**src/rtl/pcm_tx_pkg.sv**
```systemverilog
package pcm_tx_pkg;

  typedef enum logic {
    FRM_SHORT = 1'b0,
    FRM_LONG  = 1'b1
  } frm_mode_e;

  typedef enum logic [1:0] {
    TX_IDLE  = 2'd0,
    TX_ARM   = 2'd1,
    TX_SHIFT = 2'd2,
    TX_TAIL  = 2'd3
  } tx_state_e;

endpackage

```
**src/rtl/pcm_edge_sampler.sv**
```systemverilog
module pcm_edge_sampler #(
  parameter int SYNC_STAGES = 2
) (
  input  logic clk,
  input  logic rst_n,
  input  logic bclk,
  input  logic fsync,
  output logic bclk_lvl,
  output logic bclk_rise,
  output logic bclk_fall,
  output logic fs_lvl,
  output logic fs_rise,
  output logic fs_fall
);
  localparam int TOP = SYNC_STAGES - 1;

  logic [TOP:0] b_sh, f_sh;
  logic         b_d, f_d;

  generate
    if (SYNC_STAGES == 1) begin : g_one
      always_ff @(posedge clk or negedge rst_n) begin
        if (!rst_n) begin
          b_sh <= '0;
          f_sh <= '0;
        end else begin
          b_sh <= bclk;
          f_sh <= fsync;
        end
      end
    end else begin : g_chain
      always_ff @(posedge clk or negedge rst_n) begin
        if (!rst_n) begin
          b_sh <= '0;
          f_sh <= '0;
        end else begin
          b_sh <= {b_sh[TOP-1:0], bclk};
          f_sh <= {f_sh[TOP-1:0], fsync};
        end
      end
    end
  endgenerate

  always_ff @(posedge clk or negedge rst_n) begin
    if (!rst_n) begin
      b_d <= 1'b0;
      f_d <= 1'b0;
    end else begin
      b_d <= b_sh[TOP];
      f_d <= f_sh[TOP];
    end
  end

  assign bclk_lvl  = b_sh[TOP];
  assign bclk_rise = b_sh[TOP] & ~b_d;
  assign bclk_fall = ~b_sh[TOP] & b_d;
  assign fs_lvl    = f_sh[TOP];
  assign fs_rise   = f_sh[TOP] & ~f_d;
  assign fs_fall   = ~f_sh[TOP] & f_d;
endmodule

```
**src/rtl/pcm_frame_mode_detect.sv**
```systemverilog
module pcm_frame_mode_detect
  import pcm_tx_pkg::*;
#(
  parameter int LONG_MIN = 3
) (
  input  logic      clk,
  input  logic      rst_n,
  input  logic      bclk_fall,
  input  logic      fs_lvl,
  input  logic      fs_fall,
  output frm_mode_e mode,
  output logic      first_fall
);
  localparam int             CW    = $clog2(LONG_MIN + 1);
  localparam logic [CW-1:0]  SAT   = CW'(LONG_MIN);
  localparam logic [CW-1:0]  ONE_E = CW'(1);

  logic [CW-1:0] nfall;

  always_ff @(posedge clk or negedge rst_n) begin
    if (!rst_n) begin
      nfall <= '0;
      mode  <= FRM_SHORT;
    end else if (fs_fall) begin
      if (nfall == ONE_E)     mode <= FRM_SHORT;
      else if (nfall >= SAT)  mode <= FRM_LONG;
      nfall <= '0;
    end else if (bclk_fall && fs_lvl && nfall != SAT) begin
      nfall <= nfall + ONE_E;
    end
  end

  assign first_fall = (nfall == '0);
endmodule

```
**src/rtl/pcm_word_buffer.sv**
```systemverilog
module pcm_word_buffer #(
  parameter int W = 8
) (
  input  logic         clk,
  input  logic         rst_n,
  input  logic         in_valid,
  input  logic [W-1:0] in_data,
  output logic         in_ready,
  input  logic         take,
  output logic [W-1:0] hold_word
);
  logic full;
  logic accept;

  assign in_ready = ~full;
  assign accept   = in_valid & ~full;

  always_ff @(posedge clk or negedge rst_n) begin
    if (!rst_n) begin
      full      <= 1'b0;
      hold_word <= '0;
    end else if (accept) begin
      full      <= 1'b1;
      hold_word <= in_data;
    end else if (take) begin
      full <= 1'b0;
    end
  end
endmodule

```
**src/rtl/pcm_tx_shifter.sv**
```systemverilog
module pcm_tx_shifter
  import pcm_tx_pkg::*;
#(
  parameter int W = 8
) (
  input  logic         clk,
  input  logic         rst_n,
  input  logic         bclk_lvl,
  input  logic         bclk_rise,
  input  logic         bclk_fall,
  input  logic         fs_lvl,
  input  logic         fs_rise,
  input  logic         first_fall,
  input  frm_mode_e    mode,
  input  logic [W-1:0] word,
  output logic         take,
  output logic         sdata,
  output logic         sdata_oe
);
  localparam int            CW   = $clog2(W + 1);
  localparam logic [CW-1:0] LAST = CW'(W);
  localparam logic [CW-1:0] ONE_C = CW'(1);

  tx_state_e     st;
  logic [W-1:0]  sh;
  logic [CW-1:0] cnt;
  logic          start_s, start_l;

  assign start_s = (st == TX_IDLE) && (mode == FRM_SHORT) && bclk_fall && fs_lvl && first_fall;
  assign start_l = (st == TX_IDLE) && (mode == FRM_LONG) && fs_rise;
  assign take    = start_s | start_l;

  always_ff @(posedge clk or negedge rst_n) begin
    if (!rst_n) begin
      st       <= TX_IDLE;
      sh       <= '0;
      cnt      <= '0;
      sdata    <= 1'b0;
      sdata_oe <= 1'b0;
    end else begin
      case (st)
        TX_IDLE: begin
          if (start_s) begin
            sh <= word;
            st <= TX_ARM;
          end else if (start_l) begin
            if (bclk_lvl) begin
              sdata_oe <= 1'b1;
              sdata    <= word[W-1];
              sh       <= {word[W-2:0], 1'b0};
              cnt      <= ONE_C;
              st       <= TX_SHIFT;
            end else begin
              sh <= word;
              st <= TX_ARM;
            end
          end
        end
        TX_ARM: begin
          if (bclk_rise) begin
            sdata_oe <= 1'b1;
            sdata    <= sh[W-1];
            sh       <= {sh[W-2:0], 1'b0};
            cnt      <= ONE_C;
            st       <= TX_SHIFT;
          end
        end
        TX_SHIFT: begin
          if (bclk_rise && cnt < LAST) begin
            sdata <= sh[W-1];
            sh    <= {sh[W-2:0], 1'b0};
            cnt   <= cnt + ONE_C;
          end else if (bclk_fall && cnt == LAST) begin
            if (mode == FRM_LONG && fs_lvl) begin
              st <= TX_TAIL;
            end else begin
              sdata_oe <= 1'b0;
              sdata    <= 1'b0;
              st       <= TX_IDLE;
            end
          end
        end
        TX_TAIL: begin
          if (!fs_lvl) begin
            sdata_oe <= 1'b0;
            sdata    <= 1'b0;
            st       <= TX_IDLE;
          end
        end
        default: st <= TX_IDLE;
      endcase
    end
  end
endmodule

```
**src/rtl/pcm_tx_serializer.sv**
```systemverilog
module pcm_tx_serializer
  import pcm_tx_pkg::*;
#(
  parameter int WORD_W      = 8,
  parameter int LONG_MIN    = 3,
  parameter int SYNC_STAGES = 2
) (
  input  logic              clk,
  input  logic              rst_n,
  input  logic              bclk,
  input  logic              fsync,
  input  logic              pcm_valid,
  input  logic [WORD_W-1:0] pcm_data,
  output logic              pcm_ready,
  output logic              sdata,
  output logic              sdata_oe
);
  logic bclk_lvl, bclk_rise, bclk_fall;
  logic fs_lvl, fs_rise, fs_fall;
  logic first_fall, take;
  frm_mode_e mode;
  logic [WORD_W-1:0] hold_word;

  pcm_edge_sampler #(.SYNC_STAGES(SYNC_STAGES)) u_edge (
    .clk(clk), .rst_n(rst_n), .bclk(bclk), .fsync(fsync),
    .bclk_lvl(bclk_lvl), .bclk_rise(bclk_rise), .bclk_fall(bclk_fall),
    .fs_lvl(fs_lvl), .fs_rise(fs_rise), .fs_fall(fs_fall)
  );

  pcm_frame_mode_detect #(.LONG_MIN(LONG_MIN)) u_mode (
    .clk(clk), .rst_n(rst_n), .bclk_fall(bclk_fall), .fs_lvl(fs_lvl),
    .fs_fall(fs_fall), .mode(mode), .first_fall(first_fall)
  );

  pcm_word_buffer #(.W(WORD_W)) u_buf (
    .clk(clk), .rst_n(rst_n), .in_valid(pcm_valid), .in_data(pcm_data),
    .in_ready(pcm_ready), .take(take), .hold_word(hold_word)
  );

  pcm_tx_shifter #(.W(WORD_W)) u_shift (
    .clk(clk), .rst_n(rst_n), .bclk_lvl(bclk_lvl), .bclk_rise(bclk_rise),
    .bclk_fall(bclk_fall), .fs_lvl(fs_lvl), .fs_rise(fs_rise),
    .first_fall(first_fall), .mode(mode), .word(hold_word), .take(take),
    .sdata(sdata), .sdata_oe(sdata_oe)
  );
endmodule

```
**config.mk**
```make
export PLATFORM = sky130hd
export DESIGN_NAME = pcm_tx_serializer
export DESIGN_NICKNAME = d
export VERILOG_FILES = /design/src/rtl/pcm_tx_pkg.sv /design/src/rtl/pcm_edge_sampler.sv /design/src/rtl/pcm_frame_mode_detect.sv /design/src/rtl/pcm_word_buffer.sv /design/src/rtl/pcm_tx_shifter.sv /design/src/rtl/pcm_tx_serializer.sv
export SDC_FILE = /design/constraint.sdc
export NUM_CORES = 1
export LEC_CHECK = 0
export CORE_MARGIN = 2
export CORE_UTILIZATION = 30
export DETAILED_ROUTE_END_ITERATION = 10
export GPL_TIMING_DRIVEN = 0
export SYNTH_ARGS = -nofsm -noshare
export SYNTH_HDL_FRONTEND = slang
export SYNTH_HIERARCHICAL = 1
export SYNTH_SLANG_ARGS = --single-unit
```
**constraint.sdc**
```tcl
create_clock -name clk -period 2.05 [get_ports clk]
set_clock_uncertainty 0.05 [all_clocks]
set_input_delay 0.3075 -clock clk [delete_from_list [all_inputs] [get_ports clk]]
set_output_delay 0.3075 -clock clk [all_outputs]
set_load 0.03 [all_outputs]
```
* Yosys cells after proc, flatten, opt, wreduce, memory -nomap -nowiden
Cells that the tools add are included.
** Storage, ports and cells
- Bits in registers :: 34
- Input bits :: 13
- Output and inout port bits :: 3
- Logic and storage cells :: 112
** Operators by class
- Add/subtract/negate cells :: 2
- Order comparisons :: 2
- Eq/ne operators :: 18
- Multiplexer cells :: 42
- Bitwise operators :: 12
- Reduce and logical (&&, ||, !) cells :: 23
** Operators with widths (count)
- 8-bit two-way mux :: 5
- 8-bit one-hot mux with 3 select lines :: 1
- 2-bit two-way mux :: 10
- 4-bit two-way mux :: 5
- 1-bit two-way mux :: 17
- 2-bit inequality test, second input constant :: 6
- 4-bit one-hot mux with 3 select lines :: 1
- 1-bit logical AND :: 11
- 2-bit by 1-bit inequality test with 1-bit output, second input constant :: 4
- 1-bit one-hot mux with 4 select lines :: 2
- 2-bit one-hot mux with 4 select lines :: 1
- 8-bit AND reduction :: 1
- 7-bit AND reduction :: 1
- 3-bit by 1-bit inequality test with 1-bit output, second input constant :: 2
- 1-bit NOT :: 6
- 6-bit AND reduction :: 1
- 2-bit nonzero test :: 3
- 1-bit bitwise AND :: 5
- 5-bit AND reduction :: 1
- 4-bit by 1-bit adder with 4-bit output, second input constant :: 1
- 2-bit by 1-bit == test with 1-bit output, second input constant :: 2
- 2-bit == test, second input constant :: 2
- 4-bit == test, second input constant :: 1
- 2-bit logical NOT :: 2
- 8 further kinds :: 8

* Logic depth before layout (Yosys ltp)
- Depth after elaboration :: 8
- Depth in mapped cells :: 7
- Mapped depth without buffers :: 6

* Cells and area by module
Netlist, hierarchy kept.
** By module, submodules not included
- pcm_tx_shifter :: instances 1, cells each 121, area each 1146.1 µm², sequential area each 400.4 µm²
- pcm_word_buffer :: instances 1, cells each 21, area each 374.1 µm², sequential area each 225.2 µm²
- pcm_frame_mode_detect :: instances 1, cells each 17, area each 192.7 µm², sequential area each 75.1 µm²
- pcm_edge_sampler :: instances 1, cells each 10, area each 185.2 µm², sequential area each 150.1 µm²

* Worst setup path after synthesis
OpenSTA, ideal clock, no wires.
- Kind :: flip-flop to flip-flop
- Start point :: register u_shift.st[0]
- End point :: register u_shift.sh[0]
- Data arrival time :: 1727 ps
- Required time :: 1875 ps
- Slack :: 148 ps
- Stages on the path, launching flop included :: 8
- Period minus slack after synthesis :: 1902 ps
- Path through :: dfrtp_1 -> inv_1 -> ha_1 -> or2_0 -> o22a_1 -> or2_1 -> buf_2 -> mux2_4
** Between the ends
- Longest elaborated chain between the ends :: 7
- Elaborated cells between the ends (all ways) :: 16
- Those cells by class :: 5 x eq/ne; 2 x mux; 9 x reduce/logical
** RTL lines
- start, declared :: line pcm_tx_shifter.sv:24 : tx_state_e st;
- start signal, assigned :: line pcm_tx_shifter.sv:35 : st <= TX_IDLE;
- start signal, assigned :: line pcm_tx_shifter.sv:45 : st <= TX_ARM;
- start signal, assigned :: line pcm_tx_shifter.sv:52 : st <= TX_SHIFT;
- 2-bit logical NOT :: line pcm_tx_shifter.sv:29, pcm_tx_shifter.sv:30, pcm_tx_shifter.sv:41
- 1-bit logical AND (4 in a row) :: line pcm_tx_shifter.sv:29 : assign start_s = (st == TX_IDLE) && (mode == FRM_SHORT) && bclk_fall && fs_lvl && first_fall;
- 3-bit by 1-bit inequality test with 1-bit output (no line) / 8-bit two-way mux (equally long branches)
- 4-bit AND reduction (no line) / 8-bit one-hot mux with 3 select lines (equally long branches)
- end signal, assigned :: line pcm_tx_shifter.sv:44 : sh <= word;
- end signal, assigned :: line pcm_tx_shifter.sv:50 : sh <= {word[W-2:0], 1'b0};
- end signal, assigned :: line pcm_tx_shifter.sv:54 : sh <= word;
- end, declared :: line pcm_tx_shifter.sv:25 : logic [W-1:0] sh;
Several ways; a longest one is shown, not always the timed one.
A chain may end at the register's enable or synchronous reset.

* Final worst setup path
Ends and elaborated chain as after synthesis.

==> summary.txt <==
Global route
  – Initial antenna violation count: 0
  – GRT Total Usage: 0.106
  – Global-route wire length before repair: 6.13 mm
  – Vias in the first global route: 1,256
  – Largest net degree at the start of global routing: 35
  – Total grt overflow: 0

Critical path
  – Worst setup path start: u_shift/st[0]$_DFFE_PN0P_
  – Setup Crit Path Kind: reg -> reg
  – CP required: 2.17 ns
  – Arr. time, crit path: 2.12 ns
  – Crit path to: u_shift/sh[0]$_DFFE_PN0P_
  – Max stage delay on crit path: 0.41 ns
  – CP Capture Type: flip-flop
  – Crit path max fanout: 8
  – Crit-path cells: ha_1, or2_0, o22a_2, or2_1, buf_2, mux2_4
  – Worst R2R End: u_shift/sh[0]$_DFFE_PN0P_
  – CP Launch Type: flip-flop
  – R2R Setup Slk: 0.05 ns
  – Launching point of the worst reg2reg path: u_shift/st[0]$_DFFE_PN0P_
  – Reg2reg path depth: 6
  – CP max-delay cell: dfrtp_1

Layout
  – Storage cell area: 852 µm²
  – N_diodes: 0
  – Multi-input gate area: 0.00102 mm²
  – Final cell count without fillers: 270
  – NumNets Final: 217
  – Fillers: 610
  – Area Overhead vs Synth: 20.3%
  – Share of cells above drive strength 1: 0.231

Place
  – Number of port buffers: 15
  – Post-detail-place hpwl: 2.42 mm
  – Final GP Congestion: 0.730
  – Inst Count DP: 259

Floorplanning
  – Initial Util: 0.315
  – Top-level I/O count: 16
  – DIE AREA: 0.00698 mm²
  – Die Height: 83.5 µm
  – Site Rows: 28
  – Core ar.: 0.00603 mm²
  – Die Wd: 83.5 µm

Timing
  – Final-report setup violation count: 0
  – Minimum clock period: 2.00 ns
  – FMAX: 0.499 GHz
  – Hold Slack: 0.0563 ns
  – RSZ-0062 raised after global routing: yes
  – Worst slew pin tran: 0.775 ns
  – Slew headroom: 0.484
  – Final hold violation count: 0
  – Slew Limit Fails: 0
  – Post-route clock period utilization: 0.977

Clock network
  – CTS tree: yes
  – CTS buffer count: 5
  – Clk slew on worst S/H paths: 0.07 ns
  – TritonCTS Sinks: 34
  – Skew-Pair Late Insertion Delay: 0.28 ns
  – Max H-tree Level: 2
  – CTS Buffer Depth: 2
  – Root buffer cell: clkbuf_8

Synthesis
  – Syn avg cell area: 11.2 µm²
  – Post-synth ARST share: 1.00
  – Mapped Cells: 169
  – Sequential area share after synthesis: 0.448
  – Post-synth cell types: 44
  – Number of synthesized flops with an enable pin: 0
  – Net Count, Synth: 192
  – Ys Warns: 6
  – Synthesized area: 0.00190 mm²
  – #FFs+latches synth: 34
  – Ys flop type: dfrtp_1

Route
  – Wirelength per Cell: 13.2 µm
  – Detailed Route Iter0 Violations: 76
  – DRC: 0
  – Final wirelength: 3.58 mm
  – Via density: 5.03
  – Via count: 1,357
  – Antenna viol nets, final: 0
  – Router iterations before antenna repair: 4

Pwr
  – VDD IR max: 598 µV
  – Pwr dens: 1400 mW/mm²
  – Post-route total power: 3.19 mW
  – Static leakage: 0.991 nW

Job
  – Max cap viols: 0

Run status
  – Status: completed

Worst hold path
  – Min-Delay Path Class: in -> async
## critical path: cells and delay by family (launching register included)
family / cells / cell delay [ns]
adders and majority gates: 1 / 0.29
AOI/OAI and AO/OA: 1 / 0.23
DFF: 1 / 0.41
buffers and inverters: 1 / 0.18
muxes: 1 / 0.30
and+or+nand+nor: 2 / 0.44
## cells in the mapped netlist, drive strengths merged (6+ instances only)
library cell  instances  area share
and2                  8       0.026
o21ai                10       0.028
nand3                 6       0.018
nor2b                 9       0.030
inv                   8       0.016
and2b                 6       0.028
nand2                 7       0.014
a21oi                 9       0.024
ha                   10       0.066
o31ai                 7       0.028
dfrtp                34        0.45
mux2                 12       0.093
a221oi                7       0.032
## cell type report
cell class / instances / share of cell area
clock buffer: 7 / 0.0378
inverter: 8 / 0.0132
clock inverter: 1 / 0.00219
buffer: 5 / 0.0126
timing repair buffer: 18 / 0.0734
sequential: 34 / 0.373
tap: 75 / 0.0411
multi-input combinational: 122 / 0.447
## metal layers
layer / global-route usage / part of all wire / vias up
met3: 0.0267 / 0.034 / 2
li1: - / - / 659
met2: 0.158 / 0.45 / 28
met5: 0 / 0 / -
met4: 0.0308 / 0.0059 / 0
met1: 0.153 / 0.51 / 668
## per-stage QoR
step / setup slack [ns] / cell area, µm² / util / TNS (ns)
floorplan: 0.148 / 1900 / - / 0
global placement: -0.194 / 2140 / 0.355 / -6.62
detailed placement: -0.0655 / 2140 / 0.355 / -0.0824
CTS: 0.00644 / 2230 / 0.370 / 0
global route: -0.0232 / 2280 / 0.379 / -0.0562
finish: 0.0479 / 2280 / 0.379 / 0
## cells by family after synthesis
kind of cell | Yosys count | synth area share
AND/OR/NAND/NOR | 55 | 0.187
AO/OA/AOI/OAI | 43 | 0.165
flip-flops | 34 | 0.448
multiplexers | 14 | 0.103
buffers and inverters | 13 | 0.0303
adder cells (fa/ha/maj) | 10 | 0.0659
## cells in the final DEF, fill, tap and decap left out, types with 2 or more instances in the layout
cell,instances
and2_1,8
buf_4,3
nor2_1,3
clkbuf_8,6
mux2_4,11
mux2i_1,2
inv_1,7
nand2b_2,2
a21oi_1,9
and3b_1,2
ha_1,9
clkdlybuf4s50_1,14
nor2b_1,9
o21ai_0,9
a221oi_1,4
nand3_1,5
or2_0,2
o31ai_1,7
nand2b_1,3
dfrtp_1,33
and2b_2,4
nand2_1,7
a221oi_2,3
clkbuf_1,3
buf_2,2
## state kept, by name (all words and copies together), names as in the netlist, 2 cells and up
register / count
u_shift/cnt: 4
u_edge/b_sh: 2
u_buf/hold_word: 8
u_shift/st: 2
u_mode/nfall: 2
u_edge/f_sh: 2
u_shift/sh: 8
## power by group
group | leakage [nW] | internal [mW] | switching (mW)
Combinational | 0.528 | 0.819 | 0.774
Clock | 0.0482 | 0.271 | 0.243
Sequential | 0.415 | 0.910 | 0.175
## worst min path at each step
stage / endpoint / cells past startpoint / startpoint / slack, ns
6_report: u_shift/sh[0]$_DFFE_PN0P_ / 1 / rst_n / 0.06
5_1_grt: u_buf/hold_word[1]$_DFFE_PN0P_ / 1 / rst_n / 0.12
4_1_cts: u_buf/hold_word[0]$_DFFE_PN0P_ / 1 / rst_n / 0.08
3_5_place_dp: u_edge/b_sh[1]$_DFF_PN0_ / 0 / u_edge/b_sh[0]$_DFF_PN0_ / 0.29
3_3_place_gp: u_edge/b_sh[1]$_DFF_PN0_ / 0 / u_edge/b_sh[0]$_DFF_PN0_ / 0.28
2_1_floorplan: u_buf/full$_DFFE_PN0P_ / 0 / rst_n / -0.04
## what timing repair did
item	CTS	global route
buffers inserted	0	3
hold buffers	0	0
setup endpoints to repair	6	13
gates resized for setup	2	8
pin swaps	1	1
(Power assumes the default switching activity.)
